File: config.mk
export PLATFORM = sky130hd
export DESIGN_NAME = uart_os_rx
export DESIGN_NICKNAME = d
export VERILOG_FILES = /design/src/rtl/uart_os_rx_pkg.sv /design/src/rtl/uart_os_rx_sync.sv /design/src/rtl/uart_os_rx_ctrl.sv /design/src/rtl/uart_os_rx_dp.sv /design/src/rtl/uart_os_rx.sv
export SDC_FILE = /design/constraint.sdc
export NUM_CORES = 1
export LEC_CHECK = 0
export ABC_AREA = 1
export BUFFER_PORTS_ARGS = -buffer_cell sky130_fd_sc_hd__buf_2
export CAP_MARGIN = 0
export CORE_MARGIN = 1.5
export CORE_UTILIZATION = 36
export DETAILED_ROUTE_END_ITERATION = 8
export GPL_ROUTABILITY_DRIVEN = 0
export GPL_TIMING_DRIVEN = 0
export HOLD_SLACK_MARGIN = 0.08
export PLACE_DENSITY_LB_ADDON = 0.12
export SYNTH_ARGS = -nofsm -noshare
export SYNTH_HDL_FRONTEND = slang
export SYNTH_SLANG_ARGS = --single-unit
export TNS_END_PERCENT = 20
File: constraint.sdc
create_clock -name clk -period 3.5 [get_ports clk]
set_input_delay 0.175 -clock clk [delete_from_list [all_inputs] [get_ports clk]]
set_output_delay 0.175 -clock clk [all_outputs]
set_load 0.02 [all_outputs]
File: src/rtl/uart_os_rx_pkg.sv
package uart_os_rx_pkg;

  // Strobes issued by the control FSM to the datapath
  typedef struct packed {
    logic clearFrame;  // start edge seen: wipe frame accumulators
    logic takeFirst;   // capture first vote sample
    logic takeMid;     // capture middle vote sample
    logic shiftData;   // voted data bit available
    logic takeParity;  // voted parity bit available
    logic finish;      // voted stop bit available: publish character
  } rxStrobe_t;

  typedef enum logic [2:0] {
    ST_HUNT,
    ST_START,
    ST_DATA,
    ST_PAR,
    ST_STOP
  } rxState_t;

  function automatic logic maj3(input logic a, input logic b, input logic c);
    return (a & b) | (a & c) | (b & c);
  endfunction

endpackage

File: src/rtl/uart_os_rx_sync.sv
module uart_os_rx_sync #(
  parameter int STAGES = 2
) (
  input  logic clk,
  input  logic rstN,
  input  logic din,
  output logic dout
);
  logic [STAGES-1:0] chain;

  always_ff @(posedge clk) begin
    if (!rstN) chain <= '1;
    else       chain <= {chain[STAGES-2:0], din};
  end

  assign dout = chain[STAGES-1];
endmodule

File: src/rtl/uart_os_rx_ctrl.sv
module uart_os_rx_ctrl
  import uart_os_rx_pkg::*;
#(
  parameter int MAX_DATA = 9,
  parameter int NORM_OSR = 16,
  parameter int DBL_OSR  = 8,
  localparam int BIT_W   = $clog2(MAX_DATA + 1),
  localparam int CNT_W   = $clog2(NORM_OSR + 1)
) (
  input  logic             clk,
  input  logic             rstN,
  input  logic             sampleTick,
  input  logic             rxS,
  input  logic             dblSpeed,
  input  logic [BIT_W-1:0] dataBits,
  input  logic             parityEn,
  input  logic             voteBit,
  output rxStrobe_t        strobe
);
  localparam int NORM_FIRST = NORM_OSR / 2;
  localparam int DBL_FIRST  = DBL_OSR / 2;

  rxState_t         state;
  logic [CNT_W-1:0] sIdx;      // index of the sample taken on this tick
  logic [BIT_W-1:0] bitCnt;
  logic             lastS;     // sample value of the previous tick
  logic [CNT_W-1:0] firstV, midV, lastV, endV;
  logic             inFrame, lastHit;

  always_comb begin
    firstV  = dblSpeed ? CNT_W'(DBL_FIRST)     : CNT_W'(NORM_FIRST);
    midV    = dblSpeed ? CNT_W'(DBL_FIRST + 1) : CNT_W'(NORM_FIRST + 1);
    lastV   = dblSpeed ? CNT_W'(DBL_FIRST + 2) : CNT_W'(NORM_FIRST + 2);
    endV    = dblSpeed ? CNT_W'(DBL_OSR)       : CNT_W'(NORM_OSR);
    inFrame = (state != ST_HUNT);
    lastHit = inFrame && sampleTick && (sIdx == lastV);

    strobe            = '0;
    strobe.clearFrame = (state == ST_HUNT) && sampleTick && lastS && !rxS;
    strobe.takeFirst  = inFrame && sampleTick && (sIdx == firstV);
    strobe.takeMid    = inFrame && sampleTick && (sIdx == midV);
    strobe.shiftData  = lastHit && (state == ST_DATA);
    strobe.takeParity = lastHit && (state == ST_PAR);
    strobe.finish     = lastHit && (state == ST_STOP);
  end

  always_ff @(posedge clk) begin
    if (!rstN) begin
      state  <= ST_HUNT;
      sIdx   <= CNT_W'(1);
      bitCnt <= '0;
      lastS  <= 1'b1;
    end else if (sampleTick) begin
      lastS <= rxS;
      if (state == ST_HUNT) begin
        if (strobe.clearFrame) begin
          state  <= ST_START;
          sIdx   <= CNT_W'(2);
          bitCnt <= '0;
        end
      end else begin
        if (lastHit && ((state == ST_START && voteBit) || state == ST_STOP)) begin
          // glitch rejected, or stop resolved: hunt at once
          state <= ST_HUNT;
          sIdx  <= CNT_W'(1);
        end else if (sIdx == endV) begin
          sIdx <= CNT_W'(1);
          case (state)
            ST_START: state <= ST_DATA;
            ST_DATA:  if (bitCnt == dataBits) state <= parityEn ? ST_PAR : ST_STOP;
            ST_PAR:   state <= ST_STOP;
            default:  state <= state;
          endcase
        end else begin
          sIdx <= sIdx + CNT_W'(1);
        end
        if (strobe.shiftData) bitCnt <= bitCnt + BIT_W'(1);
      end
    end
  end
endmodule

File: src/rtl/uart_os_rx_dp.sv
module uart_os_rx_dp
  import uart_os_rx_pkg::*;
#(
  parameter int MAX_DATA = 9,
  localparam int BIT_W   = $clog2(MAX_DATA + 1)
) (
  input  logic                clk,
  input  logic                rstN,
  input  logic                rxS,
  input  rxStrobe_t           strobe,
  input  logic [BIT_W-1:0]    dataBits,
  input  logic                parityEn,
  input  logic                parityOdd,
  output logic                voteBit,
  output logic [MAX_DATA-1:0] rxData,
  output logic                rxValid,
  output logic                frameErr,
  output logic                parityErr
);
  logic                v0, v1;
  logic [MAX_DATA-1:0] shiftReg;
  logic                runXor, parBit;
  logic [BIT_W-1:0]    dropCnt;

  assign voteBit = maj3(v0, v1, rxS);
  assign dropCnt = BIT_W'(MAX_DATA) - dataBits;

  always_ff @(posedge clk) begin
    if (!rstN) begin
      v0        <= 1'b1;
      v1        <= 1'b1;
      shiftReg  <= '0;
      runXor    <= 1'b0;
      parBit    <= 1'b0;
      rxData    <= '0;
      rxValid   <= 1'b0;
      frameErr  <= 1'b0;
      parityErr <= 1'b0;
    end else begin
      rxValid <= strobe.finish;
      if (strobe.takeFirst) v0 <= rxS;
      if (strobe.takeMid)   v1 <= rxS;
      if (strobe.clearFrame) begin
        shiftReg <= '0;
        runXor   <= 1'b0;
        parBit   <= 1'b0;
      end
      if (strobe.shiftData) begin
        shiftReg <= {voteBit, shiftReg[MAX_DATA-1:1]};
        runXor   <= runXor ^ voteBit;
      end
      if (strobe.takeParity) parBit <= voteBit;
      if (strobe.finish) begin
        rxData    <= shiftReg >> dropCnt;
        frameErr  <= ~voteBit;
        parityErr <= parityEn && (parBit != (runXor ^ parityOdd));
      end
    end
  end
endmodule

File: src/rtl/uart_os_rx.sv
module uart_os_rx
  import uart_os_rx_pkg::*;
#(
  parameter int MAX_DATA    = 9,
  parameter int SYNC_STAGES = 2,
  localparam int BIT_W      = $clog2(MAX_DATA + 1)
) (
  input  logic                clk,
  input  logic                rstN,
  input  logic                rxIn,
  input  logic                sampleTick,
  input  logic                dblSpeed,
  input  logic [BIT_W-1:0]    dataBits,
  input  logic                parityEn,
  input  logic                parityOdd,
  output logic [MAX_DATA-1:0] rxData,
  output logic                rxValid,
  output logic                frameErr,
  output logic                parityErr
);
  logic      rxS;
  logic      voteBit;
  rxStrobe_t strobe;

  uart_os_rx_sync #(.STAGES(SYNC_STAGES)) i_sync (
    .clk(clk), .rstN(rstN), .din(rxIn), .dout(rxS)
  );

  uart_os_rx_ctrl #(.MAX_DATA(MAX_DATA)) i_ctrl (
    .clk(clk), .rstN(rstN), .sampleTick(sampleTick), .rxS(rxS),
    .dblSpeed(dblSpeed), .dataBits(dataBits), .parityEn(parityEn),
    .voteBit(voteBit), .strobe(strobe)
  );

  uart_os_rx_dp #(.MAX_DATA(MAX_DATA)) i_dp (
    .clk(clk), .rstN(rstN), .rxS(rxS), .strobe(strobe),
    .dataBits(dataBits), .parityEn(parityEn), .parityOdd(parityOdd),
    .voteBit(voteBit), .rxData(rxData), .rxValid(rxValid),
    .frameErr(frameErr), .parityErr(parityErr)
  );
endmodule

==> results.md <==
- Run status: complete, no violations
- Setup TNS: 0 ps
- R2R Setup Slk: 1710 ps
- Worst Path Max Fanout: 10
- Routed wire per std cell: 12.1 um
- Flops & latches, synth: 40
- Cts repair resizes: 0
- Vias: 1992
- Final period utilization: 0.512
- Gate Count Post-Synth: 307
- Final Hold Viols: 0
- CTS Sinks: 40
- Detail Placement HPWL: 3830 um
- Longest Clk Path Bufs: 2
- Mapped Nets: 324
- Pwr dens: 434 nW/um^2
- Final worst slack: 1710 ps
- DP Worst Slack: 1480 ps
- # DRC: 0
- P_leak: 1.09 nW
- Reg2Reg Depth: 8
- Share of layout cells above drive strength 1: 0.161
- Post-synthesis cell type count: 35
- Post-CTS Setup Inserts: 0
- WHS Endpoint: i_ctrl.lastS
- Avg Synthesized Cell Area: 6.98 um^2
- Max_cap viols: 0
- Row count: 27
- Synth top area share: 0.374
- Final setup fails: 0
- GRT overflow: 0
- Req. time, crit path: 3670 ps
- CP endpoint kind: flip-flop
- Fmax: 558 MHz
- Pins Over Slew Limit: 0
- Layout Nets: 353
- Starting DRC count in detailed routing: 94
- EDFF count, synth: 0
- CTS Hold Bufs: 1
- # diodes: 0
- Pre-Repair DR Iteration Count: 4
- Critical path arrival: 1960 ps
- Post-synth ARST share: 0
- Die width: 80.2 um
- Least-Margin Pin Slew: 538 ps
- Largest net degree at the start of global routing: 13
- Worst vdd ir: 187 uV
- Post-synth top flop: dfxtp_1
- Post-route ant nets: 0
- Clock slew at reported path FFs: 80 ps
- I/O pin cnt: 23
- Crit Reg-Reg Startpoint: i_ctrl.sIdx[0]
- Via/cell ratio: 4.88
- IO Port Bufs: 21
- Total wire length: 4930 um
- Synth cell count leaders: nand2_1, dfxtp_1, inv_1
- Netlist Area Pre-Place: 2140 um^2
- Critical Path Source Type: flip-flop
- Initial core utilization: 0.380
- HP Class: primary input to flip-flop
- Yosys warning total: 0
- Die ar.: 6430 um^2
- Vias in the first global route: 1775
- Die Y: 80.2 um
- Htree depth: 2
- Relative slew slack: 0.638
- Post-synthesis sequential area ratio: 0.374
- Most common cell in the synthesized netlist: nand2_1
- Worst skew pair latency: 300 ps
- Crit path kind: flip-flop to flip-flop
- R2r endpoint: i_dp.rxData[3]
- Hold path depth: 2
- Layout area overhead: 13.4%
- Worst hold start: sampleTick
- CTS root buffer: clkbuf_8
- Top cells by area, synth: dfxtp_1, nand2_1, o21ai_0
- RSZ-0062 raised after global routing: false
- Gr usage total: 0.171
- CTS buffer count: 5
- Global-route wire length before repair: 8530 um
- Core footprint: 5640 um^2
- Synth area leader: dfxtp_1
- Clock Skew: 3.94 ps
- Initial antenna violation count: 0
- CTS tree: done
- Final min period: 1790 ps
-- where the power goes --
group	internal (mW)	switching, mW	leakage, nW
clock	0.135	0.168	0.0400
combinational	0.0843	0.170	0.727
sequential	0.475	0.0225	0.324
total	0.694	0.360	1.09
-- cells by family after synthesis --
| kind of cell | share of synthesized area |
|---|---|
| buffers and inverters | 0.0817 |
| and+or+nand+nor | 0.329 |
| xor gates and xnor gates | 0.0204 |
| muxes | 0.00934 |
| adders and majority gates | 0.0350 |
| DFF | 0.374 |
| AOI/OAI and AO/OA | 0.151 |
-- layout make-up --
cell class / count / area, um^2
Multi-Input combinational cell: 223 / 1170
Tap cell: 72 / 90.1
Clock buffer: 5 / 68.8
Clock inverter: 2 / 12.5
Inverter: 36 / 136
Buffer: 8 / 38.8
Sequential cell: 40 / 801
Timing Repair Buffer: 22 / 115
Fill cell: 607 / 3210
-- metrics by stage --
stage	cells	total power, mW	hold slack, ps	utilization	instance area [um^2]
final	408	1.05	166	0.431	2430
after global routing	408	1.13	161	0.431	2430
after CTS	408	1.07	167	0.431	2430
after detailed placement	400	0.762	366	0.415	2340
after global placement	400	0.761	366	0.415	2340
after floorplan	307	0.705	282	-	2140
-- layout by cell type, fill, tap and decap left out, types with 6 or more instances in the layout --
cell	n
dfxtp_1	40
buf_2	25
nand2_1	74
nor3_1	7
nand3_1	22
ha_1	6
nor2_1	26
inv_1	33
a21oi_1	18
o21ai_0	30
-- critical path, cell delays in order (launching register included) --
cell	delay, ps
dfxtp_1	350
inv_1	120
ha_1	160
inv_1	40
nor2_1	270
nand4_1	220
buf_2	240
a22oi_1	190
nor2_1	60
-- state kept, by name, summed over array words and instances, names as in the netlist --
| name | flops |
|---|---|
| i_dp.parityErr | 1 |
| i_dp.runXor | 1 |
| i_sync.chain | 2 |
| i_ctrl.bitCnt | 4 |
| i_ctrl.lastS | 1 |
| i_dp.rxData | 9 |
| i_dp.frameErr | 1 |
| i_ctrl.sIdx | 5 |
| i_dp.shiftReg | 9 |
| i_dp.v0 | 1 |
| i_dp.rxValid | 1 |
| i_dp.parBit | 1 |
| i_dp.v1 | 1 |
| i_ctrl.state | 3 |
-- layer usage --
metal  vias to the layer above  global-route usage  share of wire
met2                        42               0.245           0.39
li1                       1054                   -              -
met3                         8              0.0523          0.049
met4                         0              0.0483          0.014
met1                       888               0.244           0.54
met5                         -                   0              0
-- worst max path at each step --
stage	end	start	depth (start not counted)
final	i_dp.rxData[3]	i_ctrl.sIdx[0]	8
after global routing	i_dp.shiftReg[0]	i_ctrl.sIdx[0]	8
after CTS	i_dp.rxData[3]	i_ctrl.sIdx[0]	8
after detailed placement	i_dp.rxData[0]	dataBits[1]	8
after global placement	i_dp.rxData[0]	dataBits[1]	8
after floorplan	i_dp.rxData[0]	dataBits[1]	7
No activity file was read; power rests on OpenSTA's default activity.
